--- config.mk ---
export PLATFORM = sky130hd
export DESIGN_NAME = cas_mf_aligner
export DESIGN_NICKNAME = d
export VERILOG_FILES = /design/src/rtl/cas_mf_pkg.sv /design/src/rtl/mfas_match.sv /design/src/rtl/mf_frame_ctr.sv /design/src/rtl/mf_sync_ctl.sv /design/src/rtl/cas_mf_aligner.sv
export SDC_FILE = /design/constraint.sdc
export NUM_CORES = 1
export LEC_CHECK = 0
export CAP_MARGIN = 20
export CORE_AREA = 2 2 39 41
export DETAILED_ROUTE_END_ITERATION = 6
export DIE_AREA = 0 0 41 43
export SYNTH_ARGS = -nofsm -noshare
export SYNTH_HDL_FRONTEND = slang
export SYNTH_SLANG_ARGS = --single-unit
--- constraint.sdc ---
create_clock -name clk -period 1.8 [get_ports clk]
set_clock_uncertainty 0.05 [all_clocks]
set_input_delay 0.18 -clock clk [delete_from_list [all_inputs] [get_ports clk]]
set_output_delay 0.18 -clock clk [all_outputs]
set_load 0.02 [all_outputs]
--- src/rtl/cas_mf_pkg.sv ---
package cas_mf_pkg;
  typedef enum logic {
    MF_HUNT = 1'b0,
    MF_LOCK = 1'b1
  } mf_state_e;
endpackage

--- src/rtl/mfas_match.sv ---
// Compares the alignment nibble of an octet against the expected pattern.
module mfas_match #(
  parameter int MFAS_W = 4,
  parameter logic [MFAS_W-1:0] PATTERN = '0
) (
  input  logic [MFAS_W-1:0] nibble,
  output logic              hit
);
  always_comb hit = (nibble == PATTERN);
endmodule

--- src/rtl/mf_frame_ctr.sv ---
// Frame position counter within the multiframe.
module mf_frame_ctr #(
  parameter int FRAMES = 16,
  localparam int NUM_W = $clog2(FRAMES)
) (
  input  logic             clk,
  input  logic             rst,
  input  logic             stb,
  input  logic             load_zero,
  output logic [NUM_W-1:0] num,
  output logic             at_last
);
  localparam logic [NUM_W-1:0] LAST = NUM_W'(FRAMES - 1);

  always_comb at_last = (num == LAST);

  always_ff @(posedge clk) begin
    if (rst) begin
      num <= '0;
    end else if (stb) begin
      if (load_zero || at_last) num <= '0;
      else                      num <= num + 1'b1;
    end
  end
endmodule

--- src/rtl/mf_sync_ctl.sv ---
// Hunt/lock control with consecutive-error loss counting.
module mf_sync_ctl
  import cas_mf_pkg::*;
#(
  parameter int LOSS_LIMIT = 2,
  localparam int ERR_W = $clog2(LOSS_LIMIT + 1)
) (
  input  logic clk,
  input  logic rst,
  input  logic stb,
  input  logic hit,
  input  logic bsync,
  input  logic reframe,
  input  logic at_last,
  output logic align_now,
  output logic sync_n,
  output logic freeze
);
  localparam logic [ERR_W-1:0] LAST_ERR = ERR_W'(LOSS_LIMIT - 1);

  mf_state_e        state;
  logic [ERR_W-1:0] errs;

  always_comb align_now = (state == MF_HUNT) && bsync && !reframe && stb && hit;

  always_ff @(posedge clk) begin
    if (rst || !bsync || reframe) begin
      state  <= MF_HUNT;
      errs   <= '0;
      sync_n <= 1'b1;
      freeze <= 1'b1;
    end else if (stb) begin
      unique case (state)
        MF_HUNT: begin
          if (hit) begin
            state  <= MF_LOCK;
            errs   <= '0;
            sync_n <= 1'b0;
            freeze <= 1'b0;
          end
        end
        MF_LOCK: begin
          if (at_last) begin
            if (hit) begin
              errs <= '0;
            end else if (errs == LAST_ERR) begin
              state  <= MF_HUNT;
              errs   <= '0;
              sync_n <= 1'b1;
              freeze <= 1'b1;
            end else begin
              errs <= errs + 1'b1;
            end
          end
        end
        default: state <= MF_HUNT;
      endcase
    end
  end
endmodule

--- src/rtl/cas_mf_aligner.sv ---
module cas_mf_aligner #(
  parameter int OCT_W = 8,
  parameter int MFAS_W = 4,
  parameter logic [MFAS_W-1:0] MFAS_PATTERN = '0,
  parameter int FRAMES = 16,
  parameter int LOSS_LIMIT = 2,
  localparam int NUM_W = $clog2(FRAMES)
) (
  input  logic             clk,
  input  logic             rst,
  input  logic             frame_stb,
  input  logic [OCT_W-1:0] ts16,
  input  logic             bsync,
  input  logic             reframe,
  output logic             mf_sync_n,
  output logic [NUM_W-1:0] frame_num,
  output logic             sig_freeze
);
  logic hit, at_last, align_now;
  logic unused_low;

  assign unused_low = ^ts16[OCT_W-MFAS_W-1:0];

  mfas_match #(.MFAS_W(MFAS_W), .PATTERN(MFAS_PATTERN)) u_match (
    .nibble (ts16[OCT_W-1 -: MFAS_W]),
    .hit    (hit)
  );

  mf_frame_ctr #(.FRAMES(FRAMES)) u_ctr (
    .clk       (clk),
    .rst       (rst),
    .stb       (frame_stb),
    .load_zero (align_now),
    .num       (frame_num),
    .at_last   (at_last)
  );

  mf_sync_ctl #(.LOSS_LIMIT(LOSS_LIMIT)) u_ctl (
    .clk       (clk),
    .rst       (rst),
    .stb       (frame_stb),
    .hit       (hit),
    .bsync     (bsync),
    .reframe   (reframe),
    .at_last   (at_last),
    .align_now (align_now),
    .sync_n    (mf_sync_n),
    .freeze    (sig_freeze)
  );
endmodule

-- Word-level counts from Yosys, hierarchy flattened
Cells that the tools add are included.
- add/sub/neg operators: 2
- equality and inequality tests: 6
- muxes and demuxes: 16
- bitwise gates (word level): 1
- reduce and logical (&&, ||, !) cells: 12
- operators with widths (cell ; count):
    $mux W1 ; 8
    $mux W2 ; 4
    $ne A2 B2 Y1 const B ; 3
    $reduce_and A5 Y1 ; 1
    $add A4 B1 Y4 const B ; 1
    $eq A4 B4 Y1 const B ; 1
    $logic_and A1 B1 Y1 ; 4
    $logic_not A4 Y1 ; 1
    $mux W4 ; 1
    $pmux W1 S2 ; 2
    $pmux W2 S2 ; 1
    $logic_or A1 B1 Y1 ; 3
    $reduce_and A3 Y1 ; 1
    $add A2 B1 Y2 const B ; 1
    $eq A2 B1 Y1 const B ; 1
    $logic_not A1 Y1 ; 2
    $ne A2 B1 Y1 const B ; 1
    $not A1 Y1 ; 1
- register bits after elaboration: 8
- output and inout bits: 6
- logic and storage cells: 41

-- Longest topological paths before layout
Gate-level depths: netlist of the first run.
- depth after elaboration: 7
- gate-level depth with buffers: 5

-- Hierarchy
From an unflattened synthesis of the first run, not the netlist that was laid out.
- cells, all modules: 43
- area total of the unflattened synthesis: 422.9 µm²
- modules (own cells, without submodules) (module ; instances ; cells an instance ; area each (µm²) ; sequential area each (µm²)):
    mf_sync_ctl ; 1 ; 25 ; 220.2 ; 80.1
    mf_frame_ctr ; 1 ; 17 ; 190.2 ; 80.1
    mfas_match ; 1 ; 1 ; 12.5 ; 0.0

-- Least setup slack after synthesis of the first run
No wires, ideal clock.
- path kind: register to register
- from: register u_ctr.num[0]
- to: register u_ctl.errs[0]
- library setup time: 0.118 ns
- arrival time: 1.239 ns
- data required time: 1.632 ns
- path slack: 0.393 ns
- cell stages (with the launch flop): 6
- path buffers: 0
- clock period less this slack: 1.407 ns
- cell sequence: dfxtp_1 ha_1 nand3_1 and2_1 o21ai_1 a21oi_1
- cells in the longest elaborated chain, start to end: 3
- ends and longest elaborated chain (item ; RTL line ; text):
    start: declaration ; mf_frame_ctr.sv:10 ; output logic [NUM_W-1:0] num,
    start signal: assignment ; mf_frame_ctr.sv:22 ; else num <= num + 1'b1;
    $eq A4 B4 Y1 ; mf_frame_ctr.sv:15 ; always_comb at_last = (num == LAST);
    $ne A2 B2 Y1 (no line) ; - ;
    $reduce_and A3 Y1 (no line) ; - ;
    end signal: assignment ; mf_sync_ctl.sv:52 ; errs <= errs + 1'b1;
    end: declaration ; mf_sync_ctl.sv:22 ; logic [ERR_W-1:0] errs;
No other way between the ends.
A chain may end at the register's enable or synchronous reset.

-- Final worst setup path of the first run
- from: register u_ctr.num[2]
- to: output port frame_num[2]
- RTL lines (item ; RTL line ; text):
    end: declaration ; cas_mf_aligner.sv:16 ; output logic [NUM_W-1:0] frame_num,
No word-level cell between the ends.

==> reports/metrics.cfg, run 1 <==
[sta]
fmax_ghz=0.6531
period_minus_slack_ns=1.531
hold_viol=0
max_slew_margin=0.8400
worstMarginPinSlew_ns=0.2392
setup_tns_ns=0
report.final.slew_viol_count=0
final-setup-viol-count=0
rsz0062_at_grt=false
fin_crit_sh=0.8506

[global_route]
grt_pass1_vias=388
grt_usage=0.1335
grt.overflow.total=0
antenna_found_initial=0
grt_pass1_wl_um=1511
grt_max_degree=8

[clock_tree]
h-tree-depth=1
cts_made_buffers=3
postCtsSetupRepairBufs=0
clkTransAtPathRegs_ns=0.05
clockBufferDepth=2
cts_hold_buf=0
ctsResizeCount=0
clock_latency_ns=0.26
clock-root-buffer=clkbuf_4
cts_tree=done
clock_sinks=8

[cells_and_area]
n_fill_cell=156
drive_above_1_share=0.1286
final_cell_mix=clkdlybuf4s50_1 (14), nand2_1 (9), a21oi_1 (9)
fin_nets=86
finalCoreUtilization=0.4467
instances_no_fill=86
final_area_um2=618.1
num_antenna_cells=0
syn2layout_area_growth_pct=43.19
final_common_cell=clkdlybuf4s50_1

[worst_setup_path]
r2r_cells=5
criticalPathCategory=reg2out
timing.rr.end=u_ctl.errs[0]
rr_startpoint=u_ctr.num[0]
critPathArrivalTime_ns=1.30
worstPathRequired_ns=1.57
cp_slowest_stage_delay_ns=0.63
r2r_setup_slack_ns=0.40
worst-path-buf-inv=1
cp_slowest_cell=clkdlybuf4s50_1
cp_top_family=buffers and inverters
worstPathMaxFanout=6
cp-start-kind=register
crit_path_end_kind=primary output
crit_chain=clkdlybuf4s50_1

[synth]
yosys.area.top_type=dfxtp_1
mappedNetlistArea_um2=431.7
yosysSeqAreaShare=0.3710
synth-edff-count=0
yosys_warnings=0
ys_types=25
avgSynthCellArea_um2=8.145
synth-seq-cells=8
synthTopCellsByArea=dfxtp_1 (37%), a21oi_1 (10%), nand2_1 (7.8%)
synthCells=53
async_flop_share=0
netlist.area_leader.share=0.3710
ys_dominant_reg_cell=dfxtp_1
synth_nets=67

[floorplanning]
fp.coreArea_mm2=0.001384
fp-row-count=14
fp.dieArea_mm2=0.001763
initial_core_util=0.3119
die_h_um=43
die_x_um=41
io_pins=19

[placed_design]
placed_area_um2=595.6
io_buffers=14
placed_cells=83
hpwl_um=758
place_congestion=0.7630

[drt]
drt_iter0_drc=13
wl_per_cell_um=11.14
drc=0
num_vias=473
drtPass1Iterations=4
antenna_left=0
wl_um=958
avgViaCountPerCell=5.500

[pwr]
power_density_mw_per_mm2=622.4
max-vdd-ir-drop_v=0.0002903
total_leakage_power_uw=0.0002073
power_uw=384.7

[min_path]
min_delay_path_depth=2
min_path_type=reg2reg
hold_end=u_ctl.errs[1]
hold_path.startpoint=u_ctl.errs[1]

[status]
status=completed

[flow_run]
max-cap-violations=0

[Yosys cell counts (2+ instances only)]
cell and number:
dfxtp_1 8, o21ai_0 3, nor3_1 2, nand4b_1 3, a21oi_1 9, nand2_1 9
[logic make-up (layout without fill, tap and decap cells)]
kind of cell | after synthesis | in the layout | share of synthesized area
adder cells (fa/ha/maj) | 1 | 1 | 0.02898
flip-flops | 8 | 8 | 0.3710
AND/OR/NAND/NOR | 24 | 24 | 0.3479
buffers and inverters | 3 | 20 | 0.03477
AO/OA/AOI/OAI | 17 | 17 | 0.2174
[flip-flops by register name, indices dropped and copies added, names as in the netlist]
register,cells
u_ctl.errs,2
u_ctl.sync_n,1
u_ctr.num,4
u_ctl.state,1
[final cells by class]
cell class / instances / area (µm²) / share of cell area
clock buffers: 3 / 22.52 / 0.03644
inverters: 1 / 3.754 / 0.006073
multi-input cells: 42 / 256.5 / 0.4150
flip-flops and latches: 8 / 160.2 / 0.2591
well taps: 16 / 20.02 / 0.03239
repair buffers: 16 / 155.1 / 0.2510
[per-layer routing]
| metal | track usage | vias to the layer above | wire length, µm |
|---|---|---|---|
| met2 | 0.1969 | 15 | 467 |
| met3 | 0.03141 | 4 | 50 |
| met1 | 0.1383 | 222 | 407 |
| met5 | 0 | - | 0 |
| met4 | 0.1400 | 0 | 31 |
| li1 | - | 232 | - |
[power by group]
group / leakage (µW) / internal, µW / switching (µW)
registers: 0.0000649 / 181 / 5.26
clock network: 0.0000138 / 76.5 / 63.5
logic: 0.000129 / 33.2 / 25.1
[worst max-delay path by stage]
stage | start | end | slack [ns] | cells after the start
final | u_ctr.num[2] | frame_num[2] | 0.27 | 1
after CTS | u_ctr.num[2] | frame_num[2] | 0.26 | 1
after detailed placement | ts16[5] | u_ctr.num[2] | 0.08 | 5
after global routing | u_ctr.num[0] | u_ctl.errs[0] | 0.19 | 5
after floorplan | u_ctr.num[0] | u_ctl.errs[0] | 0.39 | 5
after global placement | ts16[5] | u_ctr.num[2] | 0.09 | 5
[stage by stage]
stage / setup WS [ns] / hold slack (ns)
final: 0.2689 / 0.3803
after global placement: 0.09034 / 0.3678
after floorplan: 0.3935 / 0.1991
after detailed placement: 0.07983 / 0.3737
after global routing: 0.1883 / 0.4011
after CTS: 0.2604 / 0.3815
[tightest hold or removal path, cell delays in order (launching register included)]
cell     delay, ns
dfxtp_1       0.31
nand2_1       0.05
a21oi_1       0.03
Power figures use the tool's default switching activity.
==> inputs of run 2 (changes only) <==
--- a/config.mk
+++ b/config.mk
@@ -5,6 +5,7 @@
 export SDC_FILE = /design/constraint.sdc
 export NUM_CORES = 1
 export LEC_CHECK = 0
+export ABC_AREA = 0
 export CAP_MARGIN = 20
 export CORE_AREA = 2 2 39 41
 export DETAILED_ROUTE_END_ITERATION = 6
==> results of run 2 <==
The final DEF is identical to that of run 1; final timing and power are the same.
